<file path="config.mk">
export PLATFORM = sky130hd
export DESIGN_NAME = sbox_affine_regen
export DESIGN_NICKNAME = d
export VERILOG_FILES = /design/src/rtl/sbox_regen_pkg.sv /design/src/rtl/srl_table.sv /design/src/rtl/affine_unit.sv /design/src/rtl/regen_ctrl.sv /design/src/rtl/sbox_affine_regen.sv
export SDC_FILE = /design/constraint.sdc
export NUM_CORES = 1
export LEC_CHECK = 0
export ABC_AREA = 1
export BUFFER_PORTS_ARGS = -buffer_cell sky130_fd_sc_hd__clkbuf_2
export CAP_MARGIN = 15
export CORE_MARGIN = 2
export CORE_UTILIZATION = 49
export CTS_CLUSTER_SIZE = 12
export DETAILED_ROUTE_END_ITERATION = 6
export PLACE_DENSITY = 0.71
export SYNTH_ARGS = -nofsm -noshare
export SYNTH_HDL_FRONTEND = slang
export SYNTH_HIERARCHICAL = 1
export SYNTH_SLANG_ARGS = --single-unit
</file>
<file path="constraint.sdc">
create_clock -name clk -period 7.9 [get_ports clk]
set_input_delay 2.37 -clock clk [delete_from_list [all_inputs] [get_ports clk]]
set_output_delay 2.37 -clock clk [all_outputs]
set_load 0.02 [all_outputs]
</file>
<file path="src/rtl/sbox_regen_pkg.sv">
package sbox_regen_pkg;

   // Widest box the generic code is meant for; bounds table depth.
   localparam int SBOX_MAX_BITS = 8;

   typedef enum logic [1:0] {
      PH_IDLE  = 2'd0,
      PH_FILL  = 2'd1,   // first pass: even bits into tables, odd bits parked
      PH_DRAIN = 2'd2    // second pass: parked odd bits into tables
   } regen_phase_e;

endpackage

</file>
<file path="src/rtl/srl_table.sv">
// Serially reconfigurable truth table with two read ports: one on the
// upper half and one on the lower half, sharing one address.
module srl_table #(
   parameter int AW = 4,
   parameter logic [2**(AW+1)-1:0] INIT = '0
) (
   input  logic          clk,
   input  logic          rst_n,
   input  logic          shift_i,
   input  logic          din_i,
   input  logic [AW-1:0] addr_i,
   output logic          hi_o,
   output logic          lo_o
);
   localparam int DEPTH = 2**(AW+1);

   logic [DEPTH-1:0] cells;

   always_ff @(posedge clk) begin
      if (!rst_n)
         cells <= INIT;
      else if (shift_i)
         cells <= {cells[DEPTH-2:0], din_i};
   end

   assign hi_o = cells[{1'b1, addr_i}];
   assign lo_o = cells[{1'b0, addr_i}];

endmodule

</file>
<file path="src/rtl/affine_unit.sv">
// y = A*s XOR v over GF(2), each row a masked parity.
module affine_unit #(
   parameter int BITS = 4
) (
   input  logic [BITS*BITS-1:0] mtx_i,
   input  logic [BITS-1:0]      vec_i,
   input  logic [BITS-1:0]      s_i,
   output logic [BITS-1:0]      y_o
);
   for (genvar r = 0; r < BITS; r++) begin : g_row
      assign y_o[r] = (^(mtx_i[r*BITS +: BITS] & s_i)) ^ vec_i[r];
   end
endmodule

</file>
<file path="src/rtl/regen_ctrl.sv">
// Sequencer for the two 2**BITS-cycle passes; captures A and i at start.
module regen_ctrl
   import sbox_regen_pkg::*;
#(
   parameter int BITS = 4
) (
   input  logic                 clk,
   input  logic                 rst_n,
   input  logic                 start_i,
   input  logic [BITS*BITS-1:0] matrix_i,
   input  logic [BITS-1:0]      index_i,
   output logic                 busy_o,
   output logic                 fill_o,
   output logic                 done_o,
   output logic [BITS*BITS-1:0] mtx_q_o,
   output logic [BITS-1:0]      idx_q_o
);
   regen_phase_e    phase;
   logic [BITS-1:0] step;
   logic            last_step;

   assign last_step = &step;

   always_ff @(posedge clk) begin
      if (!rst_n) begin
         phase   <= PH_IDLE;
         step    <= '0;
         done_o  <= 1'b0;
         mtx_q_o <= '0;
         idx_q_o <= '0;
      end else begin
         done_o <= 1'b0;
         unique case (phase)
            PH_IDLE: begin
               step <= '0;
               if (start_i) begin
                  phase   <= PH_FILL;
                  mtx_q_o <= matrix_i;
                  idx_q_o <= index_i;
               end
            end
            PH_FILL: begin
               step <= step + 1'b1;
               if (last_step) phase <= PH_DRAIN;
            end
            PH_DRAIN: begin
               step <= step + 1'b1;
               if (last_step) begin
                  phase  <= PH_IDLE;
                  done_o <= 1'b1;
               end
            end
            default: phase <= PH_IDLE;
         endcase
      end
   end

   assign busy_o = (phase != PH_IDLE);
   assign fill_o = (phase == PH_FILL);

endmodule

</file>
<file path="src/rtl/sbox_affine_regen.sv">
module sbox_affine_regen #(
   parameter int BITS = 4,
   parameter logic [(2**BITS)*BITS-1:0] BOX_INIT = 64'h8E1C_47B0_D963_5AF2
) (
   input  logic                 clk,
   input  logic                 rst_n,
   input  logic                 start_i,
   input  logic [BITS*BITS-1:0] matrix_i,
   input  logic [BITS-1:0]      index_i,
   output logic                 busy_o,
   output logic                 done_o,
   input  logic [BITS-1:0]      lu_addr_i,
   output logic [BITS-1:0]      lu_data_o
);
   localparam int ENTRIES = 2**BITS;
   localparam int DEPTH   = 2*ENTRIES;
   localparam int TABLES  = BITS/2;

   if ((BITS % 2) != 0 || BITS < 2 || BITS > sbox_regen_pkg::SBOX_MAX_BITS) begin : g_bad_bits
      $error("sbox_affine_regen: BITS must be even and within 2..8");
   end

   // Table k: upper half holds output bit 2k, lower half holds bit 2k+1.
   function automatic logic [DEPTH-1:0] table_image(input int k);
      logic [DEPTH-1:0] img;
      img = '0;
      for (int x = 0; x < ENTRIES; x++) begin
         img[ENTRIES + x] = BOX_INIT[x*BITS + 2*k];
         img[x]           = BOX_INIT[x*BITS + 2*k + 1];
      end
      return img;
   endfunction

   logic                 busy, fill;
   logic [BITS*BITS-1:0] mtx_q;
   logic [BITS-1:0]      idx_q;
   logic [BITS-1:0]      rd_addr;
   logic [BITS-1:0]      old_entry;
   logic [BITS-1:0]      new_entry;

   regen_ctrl #(.BITS(BITS)) i_ctrl (
      .clk      (clk),
      .rst_n    (rst_n),
      .start_i  (start_i),
      .matrix_i (matrix_i),
      .index_i  (index_i),
      .busy_o   (busy),
      .fill_o   (fill),
      .done_o   (done_o),
      .mtx_q_o  (mtx_q),
      .idx_q_o  (idx_q)
   );

   // During a rewrite the read point is pinned at the last entry.
   assign rd_addr = busy ? '1 : lu_addr_i;

   affine_unit #(.BITS(BITS)) i_affine (
      .mtx_i (mtx_q),
      .vec_i (idx_q),
      .s_i   (old_entry),
      .y_o   (new_entry)
   );

   for (genvar k = 0; k < TABLES; k++) begin : g_tbl
      logic [ENTRIES-1:0] park;
      logic               din;

      always_ff @(posedge clk) begin
         if (!rst_n)
            park <= '0;
         else if (busy)
            park <= {park[ENTRIES-2:0], new_entry[2*k+1]};
      end

      assign din = fill ? new_entry[2*k] : park[ENTRIES-1];

      srl_table #(.AW(BITS), .INIT(table_image(k))) i_table (
         .clk     (clk),
         .rst_n   (rst_n),
         .shift_i (busy),
         .din_i   (din),
         .addr_i  (rd_addr),
         .hi_o    (old_entry[2*k]),
         .lo_o    (old_entry[2*k+1])
      );
   end

   assign busy_o    = busy;
   assign lu_data_o = old_entry;

endmodule

</file>
==> flow_summary.toml <==
[cells_and_area]
nNetsFinal = 883
final_cell_mix = "nand2_1, dfxtp_1, inv_1, nor2_1, o21ai_0"
fillers = 1107
syn_to_final_growth_pct = 12.49
layout_commonest_cell = "nand2_1"
layout-drive-gt1-share_pct = 8.691
diodes = 0

[yosys]
synth_nets = 872
yosysWarnings = 6
synth.distinct_cells = 24
yosysSeqAreaShare_pct = 43.68
ys_ff_latch = 123
synth_cells = 839
syn_area_per_cell_um2 = 6.720
syn-cell-area_um2 = 5638

[clock_tree]
cts_root_buffer = "clkbuf_16"
worstSkewPairLatency_ns = 0.41
tritoncts = "built"
post-cts-setup-buffers = 0
ctsLongestPathBuffers = 2
cts-resized-gates = 0
htree_levels = 4
cts_buffers = 17
cts.sinks = 123
clkTransAtPathRegs_ns = 0.06
hold_buffers = 0

[routing]
vias = 4841
first_pass_iters = 5
drc = 0
drt_iter0_drc = 262
wl_mm = 11.07
routedWlPerCell_um = 11.00
postRouteAntennaNets = 0
viasPerCell = 4.812

[placed_design]
routabilityCongestion = 0.8335
io_buffers = 32
hpwl_mm = 7.125
pre_cts_slack_ns = 1.285

[critical_path]
worstReg2RegStart = "i_ctrl/phase[0]$_SDFFE_PN0P_"
rrSetupSlack_ns = 3.91
r2r-end = "g_tbl[0].i_table/cells[0]$_SDFFE_PN1P_"
cp.required_ns = 5.53
worst_r2r_path_depth = 21
crit_path_end_kind = "output pin"
crit_path_start_kind = "input pin"
critPathArrivalTime_ns = 4.25
criticalPathCategory = "in2out"
crit_fanout = 26

[worst_hold_path]
hold_class = "reg2reg"
whs_path_depth = 2
min_to = "g_tbl[1].park[4]$_SDFFE_PN0P_"
hold_start = "g_tbl[1].park[4]$_SDFFE_PN0P_"

[pwr]
power_density_nw_per_um2 = 477.2
peakVddDrop_mv = 0.5296
leakagePower_nw = 3.110
finalPower_mw = 3.026

[sta]
report.final.slew_viol_count = 0
whs_ns = 0.4685
worst_slew_pin_slew_ns = 0.9164
tns_ns = 0
layout_setup_ws_ns = 1.277
fmax_mhz = 151.0
fin_worst_skew_ns = 0.01194
layout_min_cycle_time_ns = 6.623
setup_violations = 0
rsz0062_at_grt = "false"
slew_headroom_pct = 38.91
final-hold-violation-count = 0
timing.final.crit_share_pct = 83.83

[global_route]
antenna_found_initial = 0
grt_overflow = 0
top_usage_layer = "met2"
use_met1_pct = 24.48
first_global_vias = 4359
grt_max_degree = 113
use_met2_pct = 30.98
grt_first_pass_wirelength_mm = 19.55
grt_usage_pct = 18.85
met3_usage_pct = 4.483

[floorplan]
start_util_pct = 49.80
coreArea_um2 = 11320
fp.dieH_um = 111.3
rows = 39
die_w_um = 111.3
dieArea_um2 = 12380
ios = 33

[outcome]
status = "completed"

[job]
drv_cap = 0
## routing by layer
| layer | share of wire, % | routed length, um |
|---|---|---|
| met1 | 51 | 5595 |
| met3 | 3.6 | 400 |
| met2 | 45 | 5003 |
| met4 | 0.65 | 72 |
| met5 | 0 | 0 |
## area by class of cell
type | count | area, um2 | share of cell area, %
clock buffers | 18 | 439.2 | 6.924
inverters | 127 | 479.2 | 7.556
flip-flops and latches | 123 | 2462 | 38.82
multi-input cells | 546 | 2440 | 38.47
repair buffers | 35 | 182.7 | 2.880
clock inverters | 14 | 160.2 | 2.525
well taps | 143 | 178.9 | 2.821
## where the power goes
group / switching, mW / internal, mW
Combinational: 0.823 / 0.394
Sequential: 0.136 / 0.901
Clock: 0.294 / 0.479
## cell usage after synthesis
cell	count	area [um2]
inv_2	3	11.26
clkbuf_2	5	25.02
a21oi_1	63	315.3
xor2_1	4	35.03
or2_0	1	6.260
dfxtp_1	123	2462
nand2_1	194	728.2
inv_1	123	461.7
nor3_1	3	15.01
clkbuf_1	5	18.77
and3_1	1	6.260
nand3_2	3	30.03
ha_1	6	75.07
buf_2	22	110.1
o211ai_1	3	22.52
or2_1	4	25.02
o21ai_1	7	35.03
o21ai_0	85	425.4
nand2_2	1	6.260
nor2_1	113	424.2
buf_4	5	37.54
nand3_1	58	290.3
clkinv_1	1	3.750
buf_6	6	67.56
## flip-flops by register name, summed over array words and instances, names as in the netlist
name	cells
g_tbl.i_table/cells	64
g_tbl.park	32
i_ctrl/mtx_q_o	16
i_ctrl/idx_q_o	4
i_ctrl/step	4
i_ctrl/phase	2
i_ctrl/done_o	1
## critical path: stages
cell and delay (ns):
clkbuf_2 0.07, or2_1 0.65, buf_4 0.34, nand2_1 0.06, o21ai_0 0.07, nand2_1 0.08, nand3_1 0.09, nand3_1 0.07
nand2_1 0.22, clkbuf_2 0.22
## worst max-delay path by stage
stage,startpoint,endpoint,slack [ns]
floorplan,lu_addr_i[0],lu_data_o[1],2.17
global placement,lu_addr_i[0],lu_data_o[3],1.29
detailed placement,lu_addr_i[0],lu_data_o[3],1.28
CTS,lu_addr_i[0],lu_data_o[3],1.27
global route,lu_addr_i[0],lu_data_o[2],1.09
finish,lu_addr_i[0],lu_data_o[2],1.28
## cells by family (layout without fill, tap and decap cells)
kind of cell | after synthesis | in the layout | share of synthesized area (%)
xor gates and xnor gates | 4 | 4 | 0.6213
and+or+nand+nor | 378 | 378 | 27.16
adders and majority gates | 6 | 6 | 1.332
DFF | 123 | 123 | 43.68
AOI/OAI and AO/OA | 158 | 158 | 14.16
buffers and inverters | 170 | 194 | 13.05
## metrics by stage
step                instances  area (um2)  util, %
finish                   1006        6342    56.02
global placement          974        5743    50.73
detailed placement        974        5743    50.73
global route             1006        6342    56.02
floorplan                 839        5638        -
CTS                      1006        6342    56.02
(Power assumes the default switching activity.)
